**src/rtl/shm_ring_pkg.sv**
```systemverilog
package shm_ring_pkg;
  typedef enum logic [1:0] {OP_INIT, OP_STAT, OP_GET, OP_PUT} ring_op_e;
  typedef enum logic [2:0] {S_IDLE, S_ACQ, S_ISSUE, S_WAIT, S_REL} ring_st_e;
  // header byte distances below the base address (decoded by the peer)
  localparam int unsigned OFS_MASK = 3;
  localparam int unsigned OFS_PROD = 2;
  localparam int unsigned OFS_CONS = 1;
endpackage

```
**src/rtl/shm_ring_idx.sv**
```systemverilog
module shm_ring_idx #(
  parameter int DW = 8
) (
  input  logic [DW-1:0] loc_prod,
  input  logic [DW-1:0] loc_cons,
  input  logic [DW-1:0] mask,
  input  logic [DW-1:0] peer,
  output logic [DW-1:0] prod_next,
  output logic [DW-1:0] cons_next,
  output logic          peer_is_cons,
  output logic          peer_is_prod_next
);
  always_comb begin
    prod_next         = (loc_prod + DW'(1)) & mask;
    cons_next         = (loc_cons + DW'(1)) & mask;
    peer_is_cons      = (peer == loc_cons);       // empty test
    peer_is_prod_next = (peer == prod_next);      // full test
  end
endmodule

```
**src/rtl/shm_ring_mem_port.sv**
```systemverilog
module shm_ring_mem_port #(
  parameter int AW = 16,
  parameter int DW = 8
) (
  input  logic          clk,
  input  logic          rst,
  input  logic          issue,
  input  logic          issue_we,
  input  logic [AW-1:0] issue_addr,
  input  logic [DW-1:0] issue_wdata,
  output logic          mem_req,
  output logic          mem_we,
  output logic [AW-1:0] mem_addr,
  output logic [DW-1:0] mem_wdata,
  input  logic          mem_ack,
  input  logic [DW-1:0] mem_rdata,
  output logic          done,
  output logic [DW-1:0] rdata
);
  always_ff @(posedge clk) begin
    if (rst) begin
      mem_req   <= 1'b0;
      mem_we    <= 1'b0;
      mem_addr  <= '0;
      mem_wdata <= '0;
      done      <= 1'b0;
      rdata     <= '0;
    end else begin
      done <= 1'b0;
      if (issue) begin
        mem_req   <= 1'b1;
        mem_we    <= issue_we;
        mem_addr  <= issue_addr;
        mem_wdata <= issue_wdata;
      end else if (mem_req && mem_ack) begin
        mem_req <= 1'b0;
        done    <= 1'b1;
        rdata   <= mem_rdata;
      end
    end
  end
endmodule

```
**src/rtl/shm_ring_ctrl.sv**
```systemverilog
module shm_ring_ctrl
  import shm_ring_pkg::*;
#(
  parameter int AW = 16,
  parameter int DW = 8
) (
  input  logic          clk,
  input  logic          rst,
  input  logic          init_valid,
  input  logic [AW-1:0] init_base,
  output logic          init_ready,
  input  logic          stat_valid,
  output logic          stat_ready,
  output logic          stat_empty,
  output logic          stat_full,
  input  logic          get_valid,
  output logic          get_ready,
  output logic          get_hit,
  output logic [DW-1:0] get_data,
  input  logic          put_valid,
  input  logic [DW-1:0] put_data,
  output logic          put_ready,
  output logic          bus_req,
  input  logic          bus_gnt,
  output logic          issue,
  output logic          issue_we,
  output logic [AW-1:0] issue_addr,
  output logic [DW-1:0] issue_wdata,
  input  logic          done,
  input  logic [DW-1:0] rdata
);
  ring_st_e      st_q;
  ring_op_e      op_q;
  logic [1:0]    step_q;
  logic [AW-1:0] base_q;
  logic          en_q;
  logic          stall_q;
  logic [DW-1:0] mask_q, prod_q, cons_q, pdata_q;
  logic [DW-1:0] prod_next, cons_next;
  logic          peer_is_cons, peer_is_prod_next;
  logic          any_ready;

  shm_ring_idx #(.DW(DW)) u_idx (
    .loc_prod          (prod_q),
    .loc_cons          (cons_q),
    .mask              (mask_q),
    .peer              (rdata),
    .prod_next         (prod_next),
    .cons_next         (cons_next),
    .peer_is_cons      (peer_is_cons),
    .peer_is_prod_next (peer_is_prod_next)
  );

  assign any_ready = init_ready | stat_ready | get_ready | put_ready;
  assign issue     = (st_q == S_ISSUE);

  // address and direction of the cycle for the current op and step
  always_comb begin
    issue_we    = 1'b0;
    issue_wdata = '0;
    issue_addr  = base_q;
    unique case (op_q)
      OP_INIT: issue_addr = base_q - AW'(OFS_MASK) + AW'(step_q);
      OP_STAT: issue_addr = base_q - AW'(OFS_PROD) + AW'(step_q);
      OP_GET: begin
        case (step_q)
          2'd0:    issue_addr = base_q - AW'(OFS_PROD);
          2'd1:    issue_addr = base_q + AW'(cons_q);
          default: begin
            issue_addr  = base_q - AW'(OFS_CONS);
            issue_we    = 1'b1;
            issue_wdata = cons_next;
          end
        endcase
      end
      OP_PUT: begin
        case (step_q)
          2'd0:    issue_addr = base_q - AW'(OFS_CONS);
          2'd1: begin
            issue_addr  = base_q + AW'(prod_q);
            issue_we    = 1'b1;
            issue_wdata = pdata_q;
          end
          default: begin
            issue_addr  = base_q - AW'(OFS_PROD);
            issue_we    = 1'b1;
            issue_wdata = prod_next;
          end
        endcase
      end
      default: issue_addr = base_q;
    endcase
  end

  always_ff @(posedge clk) begin
    if (rst) begin
      st_q       <= S_IDLE;
      op_q       <= OP_INIT;
      step_q     <= '0;
      base_q     <= '0;
      en_q       <= 1'b0;
      stall_q    <= 1'b0;
      mask_q     <= '0;
      prod_q     <= '0;
      cons_q     <= '0;
      pdata_q    <= '0;
      bus_req    <= 1'b0;
      init_ready <= 1'b0;
      stat_ready <= 1'b0;
      stat_empty <= 1'b0;
      stat_full  <= 1'b0;
      get_ready  <= 1'b0;
      get_hit    <= 1'b0;
      get_data   <= '0;
      put_ready  <= 1'b0;
    end else begin
      init_ready <= 1'b0;
      stat_ready <= 1'b0;
      get_ready  <= 1'b0;
      put_ready  <= 1'b0;
      unique case (st_q)
        S_IDLE: begin
          step_q <= '0;
          if (!any_ready) begin
            // fixed order: load, status, take, give
            if (init_valid) begin
              op_q   <= OP_INIT;
              base_q <= init_base;
              en_q   <= 1'b0;
              if (init_base == '0) begin
                mask_q     <= '0;
                prod_q     <= '0;
                cons_q     <= '0;
                init_ready <= 1'b1;          // no bus for base 0
              end else begin
                bus_req <= 1'b1;
                st_q    <= S_ACQ;
              end
            end else if (stat_valid) begin
              op_q <= OP_STAT;
              if (!en_q) begin
                stat_empty <= 1'b1;
                stat_full  <= 1'b0;
                stat_ready <= 1'b1;
              end else begin
                bus_req <= 1'b1;
                st_q    <= S_ACQ;
              end
            end else if (get_valid) begin
              op_q <= OP_GET;
              if (!en_q) begin
                get_hit   <= 1'b0;
                get_ready <= 1'b1;
              end else begin
                bus_req <= 1'b1;
                st_q    <= S_ACQ;
              end
            end else if (put_valid) begin
              op_q    <= OP_PUT;
              pdata_q <= put_data;
              if (!en_q) begin
                put_ready <= 1'b1;
              end else begin
                bus_req <= 1'b1;
                st_q    <= S_ACQ;
              end
            end
          end
        end
        S_ACQ: if (bus_gnt) st_q <= S_ISSUE;
        S_ISSUE: st_q <= S_WAIT;
        S_WAIT: begin
          if (done) begin
            // default: advance to the next cycle of this op
            step_q <= step_q + 2'd1;
            st_q   <= S_ISSUE;
            unique case (op_q)
              OP_INIT: begin
                case (step_q)
                  2'd0:    mask_q <= rdata;
                  2'd1:    prod_q <= rdata;
                  default: begin
                    cons_q  <= rdata;
                    en_q    <= 1'b1;
                    bus_req <= 1'b0;
                    st_q    <= S_REL;
                  end
                endcase
              end
              OP_STAT: begin
                if (step_q == 2'd0) begin
                  stat_empty <= peer_is_cons;
                end else begin
                  stat_full <= peer_is_prod_next;
                  bus_req   <= 1'b0;
                  st_q      <= S_REL;
                end
              end
              OP_GET: begin
                case (step_q)
                  2'd0: begin
                    if (peer_is_cons) begin
                      get_hit <= 1'b0;
                      bus_req <= 1'b0;
                      st_q    <= S_REL;
                    end
                  end
                  2'd1:    get_data <= rdata;
                  default: begin
                    cons_q  <= cons_next;
                    get_hit <= 1'b1;
                    bus_req <= 1'b0;
                    st_q    <= S_REL;
                  end
                endcase
              end
              OP_PUT: begin
                case (step_q)
                  2'd0: begin
                    if (peer_is_prod_next) begin
                      stall_q <= 1'b1;           // retry later
                      bus_req <= 1'b0;
                      st_q    <= S_REL;
                    end
                  end
                  2'd1:    ;
                  default: begin
                    prod_q  <= prod_next;
                    bus_req <= 1'b0;
                    st_q    <= S_REL;
                  end
                endcase
              end
              default: ;
            endcase
          end
        end
        S_REL: begin
          if (!bus_gnt) begin                    // grant returned
            st_q    <= S_IDLE;
            stall_q <= 1'b0;
            unique case (op_q)
              OP_INIT: init_ready <= 1'b1;
              OP_STAT: stat_ready <= 1'b1;
              OP_GET:  get_ready  <= 1'b1;
              OP_PUT:  put_ready  <= !stall_q;
              default: ;
            endcase
          end
        end
        default: st_q <= S_IDLE;
      endcase
    end
  end
endmodule

```
**src/rtl/shm_ring_endpoint.sv**
```systemverilog
module shm_ring_endpoint #(
  parameter int AW = 16,
  parameter int DW = 8
) (
  input  logic          clk,
  input  logic          rst,
  input  logic          init_valid,
  input  logic [AW-1:0] init_base,
  output logic          init_ready,
  input  logic          stat_valid,
  output logic          stat_ready,
  output logic          stat_empty,
  output logic          stat_full,
  input  logic          get_valid,
  output logic          get_ready,
  output logic          get_hit,
  output logic [DW-1:0] get_data,
  input  logic          put_valid,
  input  logic [DW-1:0] put_data,
  output logic          put_ready,
  output logic          bus_req,
  input  logic          bus_gnt,
  output logic          mem_req,
  output logic          mem_we,
  output logic [AW-1:0] mem_addr,
  output logic [DW-1:0] mem_wdata,
  input  logic          mem_ack,
  input  logic [DW-1:0] mem_rdata
);
  logic          issue, issue_we, done;
  logic [AW-1:0] issue_addr;
  logic [DW-1:0] issue_wdata, rdata;

  shm_ring_ctrl #(.AW(AW), .DW(DW)) u_ctrl (
    .clk         (clk),
    .rst         (rst),
    .init_valid  (init_valid),
    .init_base   (init_base),
    .init_ready  (init_ready),
    .stat_valid  (stat_valid),
    .stat_ready  (stat_ready),
    .stat_empty  (stat_empty),
    .stat_full   (stat_full),
    .get_valid   (get_valid),
    .get_ready   (get_ready),
    .get_hit     (get_hit),
    .get_data    (get_data),
    .put_valid   (put_valid),
    .put_data    (put_data),
    .put_ready   (put_ready),
    .bus_req     (bus_req),
    .bus_gnt     (bus_gnt),
    .issue       (issue),
    .issue_we    (issue_we),
    .issue_addr  (issue_addr),
    .issue_wdata (issue_wdata),
    .done        (done),
    .rdata       (rdata)
  );

  shm_ring_mem_port #(.AW(AW), .DW(DW)) u_port (
    .clk         (clk),
    .rst         (rst),
    .issue       (issue),
    .issue_we    (issue_we),
    .issue_addr  (issue_addr),
    .issue_wdata (issue_wdata),
    .mem_req     (mem_req),
    .mem_we      (mem_we),
    .mem_addr    (mem_addr),
    .mem_wdata   (mem_wdata),
    .mem_ack     (mem_ack),
    .mem_rdata   (mem_rdata),
    .done        (done),
    .rdata       (rdata)
  );
endmodule

```
**config.mk**
```make
export PLATFORM = sky130hd
export DESIGN_NAME = shm_ring_endpoint
export DESIGN_NICKNAME = d
export VERILOG_FILES = /design/src/rtl/shm_ring_pkg.sv /design/src/rtl/shm_ring_idx.sv /design/src/rtl/shm_ring_mem_port.sv /design/src/rtl/shm_ring_ctrl.sv /design/src/rtl/shm_ring_endpoint.sv
export SDC_FILE = /design/constraint.sdc
export NUM_CORES = 1
export LEC_CHECK = 0
export CAP_MARGIN = 20
export CELL_PAD_IN_SITES_DETAIL_PLACEMENT = 0
export CELL_PAD_IN_SITES_GLOBAL_PLACEMENT = 2
export CORE_MARGIN = 2
export CORE_UTILIZATION = 38
export CTS_BUF_LIST = sky130_fd_sc_hd__clkbuf_8 sky130_fd_sc_hd__clkbuf_16
export DETAILED_ROUTE_END_ITERATION = 8
export DONT_BUFFER_PORTS = 1
export MAX_ROUTING_LAYER = met4
export PLACE_DENSITY = 0.85
export RECOVER_POWER = 25
export SETUP_SLACK_MARGIN = 0.02
export SLEW_MARGIN = 20
export SYNTH_ARGS = -nofsm -noshare
export SYNTH_HDL_FRONTEND = slang
export SYNTH_HIERARCHICAL = 1
export SYNTH_SLANG_ARGS = --single-unit
export TNS_END_PERCENT = 5
```
**constraint.sdc**
```tcl
create_clock -name clk -period 4.05 [get_ports clk]
set_input_delay 1.215 -clock clk [delete_from_list [all_inputs] [get_ports clk]]
set_output_delay 1.215 -clock clk [all_outputs]
set_load 0.005 [all_outputs]
```
# After elaboration in Yosys (flattened, before gate mapping)

Cells that the tools add are included.

Register bits: 108
Bits in latches: 0
Memory bits (writable): 0
ROM bits: 0
Bits of input ports: 40
Output and inout bits: 42
Logic and storage cells: 250
Memories: 0

$add $sub $neg: 10
Multipliers: 0
Divide/modulo/power cells: 0
$lt $le $gt $ge: 0
Equality and inequality tests: 44
Shift-type cells: 0
Mux-type cells: 133
Bitwise logic cells: 10
Reduce and logical (&&, ||, !) cells: 28

Operator list:

| operator                                                                 | count |
|---|---|
| 8-bit one-hot mux with 2 select lines                                    | 7 |
| 8-bit two-way mux                                                        | 13 |
| 1-bit two-way mux                                                        | 71 |
| 16-bit one-hot mux with 2 select lines                                   | 2 |
| 16-bit one-hot mux with 4 select lines                                   | 1 |
| 3-bit two-way mux                                                        | 14 |
| 16-bit by 2-bit adder with 16-bit output                                 | 2 |
| 16-bit by 8-bit adder with 16-bit output                                 | 2 |
| 8-bit AND reduction                                                      | 4 |
| 16-bit by 2-bit subtractor with 16-bit output (second input constant)    | 2 |
| 1-bit one-hot mux with 2 select lines                                    | 14 |
| 2-bit inequality test (second input constant)                            | 12 |
| 3-bit inequality test (second input constant)                            | 8 |
| 6-bit AND reduction                                                      | 4 |
| 8-bit by 1-bit adder with 8-bit output (second input constant)           | 2 |
| 8-bit AND                                                                | 2 |
| 8-bit == test                                                            | 2 |
| 16-bit zero test                                                         | 1 |
| 2-bit by 1-bit inequality test with 1-bit output (second input constant) | 8 |
| 16-bit by 1-bit subtractor with 16-bit output (second input constant)    | 1 |
| 3-bit one-hot mux with 5 select lines                                    | 1 |
| 3-bit one-hot mux with 2 select lines                                    | 2 |
| 3-bit one-hot mux with 4 select lines                                    | 1 |
| 11-bit AND reduction                                                     | 1 |
| other kinds (27)                                                         | 48 |

# Longest topological paths before layout

Word-level depth: 8
Gate-level depth with buffers: 14
Mapped depth without buffers: 13

# Hierarchy

The synthesis kept the hierarchy.

Modules (own cells, without submodules):

| module            | instances | cells each | area an instance (µm²) | sequential area each (µm²) |
|---|---|---|---|---|
| shm_ring_ctrl     | 1         | 902        | 6555.0                 | 1461.4 |
| shm_ring_mem_port | 1         | 122        | 1311.3                 | 700.7 |
| shm_ring_idx      | 1         | 69         | 500.5                  | 0.0 |

# Worst setup path before layout

OpenSTA, ideal clock, no wires.

Path type: register to register
Start point: register u_ctrl.base_q[2]
End point: register u_port.mem_addr[15]
Setup time: 117 ps
Arrival time: 3105 ps
Required time: 3933 ps
Setup slack: 827 ps
Stages on the path, launching flop included: 15
Path buffers: 2
Clock period less this slack: 3223 ps
Cell sequence: dfxtp_1 buf_1 inv_1 ha_1 buf_4 xnor2_1 or3_1 a211o_1 a2111oi_4 nand4_1 a31o_2 o22ai_1 a211oi_2 mux2i_1 nor2_1

Longest elaborated chain between the ends: 3
Elaborated cells between the ends (all ways): 10
Those cells by class: 7 x add/sub; 3 x mux

RTL lines:

| what                                                                        | line                                                          | text |
|---|---|---|
| start, declared                                                             | shm_ring_ctrl.sv:35                                           | `logic [AW-1:0] base_q;` |
| start signal, assigned                                                      | shm_ring_ctrl.sv:128                                          | `base_q <= init_base;` |
| 16-bit by 2-bit subtractor with 16-bit output, or another cell as far along | shm_ring_ctrl.sv:64, shm_ring_ctrl.sv:67, shm_ring_ctrl.sv:85 |  |
| 16-bit by 2-bit adder with 16-bit output, or another cell as far along      | shm_ring_ctrl.sv:64                                           | `OP_STAT: issue_addr = base_q - AW'(OFS_PROD) + AW'(step_q);` |
| 16-bit one-hot mux with 4 select lines *                                    | shm_ring_ctrl.sv:62                                           | `unique case (op_q)` |
| via issue_addr[15]                                                          | shm_ring_endpoint.sv:31                                       | `logic [AW-1:0] issue_addr;` |
| end signal, assigned                                                        | shm_ring_mem_port.sv:33                                       | `mem_addr <= issue_addr;` |
| end, declared                                                               | shm_ring_mem_port.sv:13                                       | `output logic [AW-1:0] mem_addr,` |

The timed path passes the listed nets; every way through them passes the cells marked *.
A chain may end at the register's enable or synchronous reset.

# Worst setup path in the final report

Start point: register u_ctrl.base_q[1]
End point: register u_port.mem_addr[15]

The elaborated chain is that of the path after synthesis.

==> impl_results.md <==
- Nets: approximately 1100
- Fin cells: around 1300
- Levels on crit path: 12
- Clk sink count: 108
- Via count: 7826
- Area delta synth->final: 6.73%
- Number of flops mapped to enable cells by yosys: 0
- Number of global-route vias before repair: 7636
- Detailed-placement wirelength estimate: 20500 um
- Io pins: approximately 80
- Root Buffer: clkbuf_16
- Die area: 0.0232 mm2
- Cell internal pwr: 2440 uW
- Reg2reg path depth: 12
- Total power: 4360 uW
- Sw Share: 0.439
- Logic gate share of total power: 0.493
- Initial Util: 0.386
- Async SR Flop Fraction: 0
- CP top delay family: simple AND/OR/NAND/NOR gates
- Critical path origin: u_ctrl/base_q[1]
- Final TNS setup: 0 ns
- Overall Global Routing Usage: 0.242
- First DRT Iteration DRCs: around 570
- Die width: ~150 um
- PortBufs: 0
- Post-CTS Hold Buffers: 0
- Worst VDD drop: 0.240 mV
- Hold/Removal Path Class: flip-flop to flip-flop
- Max Cap Violations: 1
- Die Y-Extent: 152 um
- CP Buf/Inv Count: 1
- Clock group share of total power: 0.216
- Initial antenna violation count: 0
- Slowest CP cell: nor3_1
- Filler Cell Count: 2281
- Worst-Margin Slew: ~1.9 ns
- Share of layout cells above drive strength 1: 0.0647
- CP cell instances: inv_1 -> ha_1 -> or3b_1 -> nor3_1 -> xnor2_1 -> a2111oi_4 -> nand4_1 -> a31o_2 -> o22ai_1 -> a211oi_2 -> mux2i_1 -> nor2_1
- Sequential share of power: 0.290
- Critical path capture point type: flip-flop
- Clk buf depth: 2
- Drt drc: 0
- Largest net degree at the start of global routing: 115
- Post-CTS setup buffers: 0
- Worst Path Max Fanout: 10
- Final Max Slew Viols: 9
- Htree depth: 3
- Data required time at the worst endpoint: 4.31 ns
- TritonCTS clock tree: yes
- Arr. time, crit path: 3.78 ns
- Ys flop type: dfxtp_1
- Site row count: 54
- WL final: 27600 um
- R2r setup slk: roughly 0.53 ns
- RSZ-0062 raised after global routing: no
- Yosys warns: 6
- DRT antenna net count: 0
- Crit path capture: u_port/mem_addr[15]
- Skew final: 0.00862 ns
- Static Leakage: 0.00318 uW
- Post_cts resized: 0
- Synth unique cells: 82
- Setup violations, final: 0
- Drt pass-1 iters: 6
- CP Launch Type: flip-flop
- Mean Syn Cell Area: 7.65 um2
- Critical R2R Launch: u_ctrl/base_q[1]
- R2R Path End: u_port/mem_addr[15]
- Clk pin slew, worst setup/hold paths: 0.08 ns
- RePlAce Congestion: around 0.93
- Syn nets: 1168
- Relative slew slack: -0.272
- Post-Syn Instances: 1093
- First-pass GRT wire length: approximately 44000 um
- Routed WL per cell: 20.5 um
- Slowest cell delay on critical path: 0.46 ns
- Remaining Overflow, GRT: 0
- #FFs+latches synth: 108
- Fin crit period: 3.52 ns
- Final Hold Vio Count: 0
- FMAX: 284 MHz
- Post-synthesis cell area: roughly 0.0084 mm2
- N_diodes: 0
- Switching pwr: 1910 uW
- Hold Path Stages: 2
- Later-pin clock latency in the skew report: 0.36 ns
- Core Box Area: 0.0217 mm2
- Via density: 5.81
- Dpl cells: around 1300
- Seq/Total Area, Yosys: 0.258
- Run status: finished with violations
- CTS Buf Count: 9
- Failing checks: capacitance limit, slew limit
- Crit Path Class: flip-flop to flip-flop
- Pwr per Cell Area: 488 mW/mm2
- Crit share post-route: 0.868
-- through the flow --
step / instance area [um2] / setup slack [ns] / hold slack (ns) / utilization
finish: 8930 / 0.533 / 0.459 / 0.412
CTS: 8930 / 0.571 / 0.459 / 0.412
global placement: 8620 / 0.675 / 0.442 / 0.398
floorplan: 8370 / 0.827 / 0.436 / -
global route: 8930 / 0.170 / 0.506 / 0.412
detailed placement: 8620 / 0.570 / 0.450 / 0.398
-- synth_stat cells, types with 5 or more instances --
cell type | number | area, um2
dfxtp_1 | 108 | 2160
buf_6 | 5 | 56.3
nor2b_1 | 9 | 56.3
nor3b_1 | 6 | 45.0
nand3_1 | 33 | 165
and2_1 | 15 | 93.8
a211oi_1 | 13 | 97.6
a2111oi_0 | 5 | 43.8
nand4_1 | 9 | 56.3
nor2_1 | 137 | 514
o21a_1 | 6 | 45.0
clkbuf_1 | 49 | 184
nand2_1 | 117 | 439
and3_1 | 6 | 37.5
o22ai_1 | 11 | 68.8
xor2_1 | 23 | 201
a22oi_1 | 9 | 67.6
buf_2 | 9 | 45.0
or3_1 | 8 | 50.1
xnor2_1 | 56 | 490
mux2i_1 | 89 | 891
nand2b_1 | 30 | 188
a32oi_1 | 8 | 70.1
a21oi_1 | 84 | 420
nor4_1 | 13 | 81.3
ha_1 | 31 | 388
buf_1 | 8 | 30.0
o221ai_1 | 8 | 70.1
inv_1 | 33 | 124
a31oi_1 | 9 | 56.3
nor3_1 | 20 | 100
o21ai_0 | 40 | 200
-- worst reg2reg max path: stages, from the launching register on --
cell and delay (ns):
dfxtp_1 0.31, inv_1 0.23, ha_1 0.44, or3b_1 0.45, nor3_1 0.46, xnor2_1 0.23, a2111oi_4 0.40, nand4_1 0.15
a31o_2 0.31, o22ai_1 0.19, a211oi_2 0.06, mux2i_1 0.16, nor2_1 0.05
-- layer usage --
| layer | wire [um] | track usage | vias to the layer above |
|---|---|---|---|
| met1 | 12200 | 0.303 | 3766 |
| met4 | 932 | 0.0970 | 0 |
| met3 | 1180 | 0.0301 | 49 |
| met2 | 13300 | 0.398 | 213 |
| li1 | - | - | 3798 |
| met5 | 0 | - | - |
-- cell usage in the layout (no fill, tap or decap), types with 9 or more instances in the layout --
cell type  instances
clkbuf_16          9
a21oi_1           84
nor3_1            20
nor4_1            13
nand2b_1          30
xor2_1            23
buf_4             32
a211oi_1          13
nand3_1           33
a31oi_1            9
o22ai_1           11
nor2b_1            9
ha_1              31
nand2_1          117
nand4_1            9
a22oi_1            9
xnor2_1           56
dfxtp_1          108
mux2i_1           89
nor2_1           137
o21ai_0           40
and2_1            14
inv_1             34
-- cell type report --
cell class | count | area (um2) | share of cell area
multi-input combinational | 877 | 5740 | 0.643
tap | 280 | 350 | 0.0392
clock inverter | 7 | 85.1 | 0.00953
inverter | 34 | 128 | 0.0143
sequential | 108 | 2160 | 0.242
clock buffer | 9 | 225 | 0.0252
timing repair buffer | 32 | 240 | 0.0269
-- flip-flops by register name (all words and copies together), names as in the netlist, 2 cells and up --
name	count
u_ctrl/cons_q	8
u_ctrl/st_q	3
u_ctrl/base_q	16
u_ctrl/op_q	2
u_ctrl/mask_q	8
u_port/mem_addr	16
u_ctrl/pdata_q	8
u_ctrl/prod_q	8
u_port/rdata	8
u_ctrl/step_q	2
u_ctrl/get_data	8
u_port/mem_wdata	8
-- power groups by stage --
stage	combinational, uW	clock [uW]	sequential [uW]
floorplan	1670	0	1210
global placement	2140	0	1290
detailed placement	2120	0	1290
CTS	2130	980	1270
global route	2330	1010	1280
finish	2150	942	1260
-- cells by family after synthesis --
family | Yosys count | share of synthesized area
adders and majority gates | 35 | 0.0559
AOI/OAI and AO/OA | 242 | 0.189
DFF | 108 | 0.258
muxes | 91 | 0.109
buffers and inverters | 108 | 0.0556
xor gates and xnor gates | 81 | 0.0866
and+or+nand+nor | 428 | 0.245
-- how the worst min path moves through the flow --
stage / end / slack [ns] / startpoint
2_1_floorplan: u_ctrl/mask_q[1] / 0.44 / u_ctrl/mask_q[1]
3_3_place_gp: u_ctrl/mask_q[0] / 0.44 / u_ctrl/mask_q[0]
3_5_place_dp: u_ctrl/mask_q[0] / 0.45 / u_ctrl/mask_q[0]
4_1_cts: u_ctrl/mask_q[0] / 0.46 / u_ctrl/mask_q[0]
5_1_grt: u_ctrl/mask_q[0] / 0.51 / u_ctrl/mask_q[0]
6_report: u_ctrl/mask_q[0] / 0.46 / u_ctrl/mask_q[0]
Power figures use the tool's default switching activity.
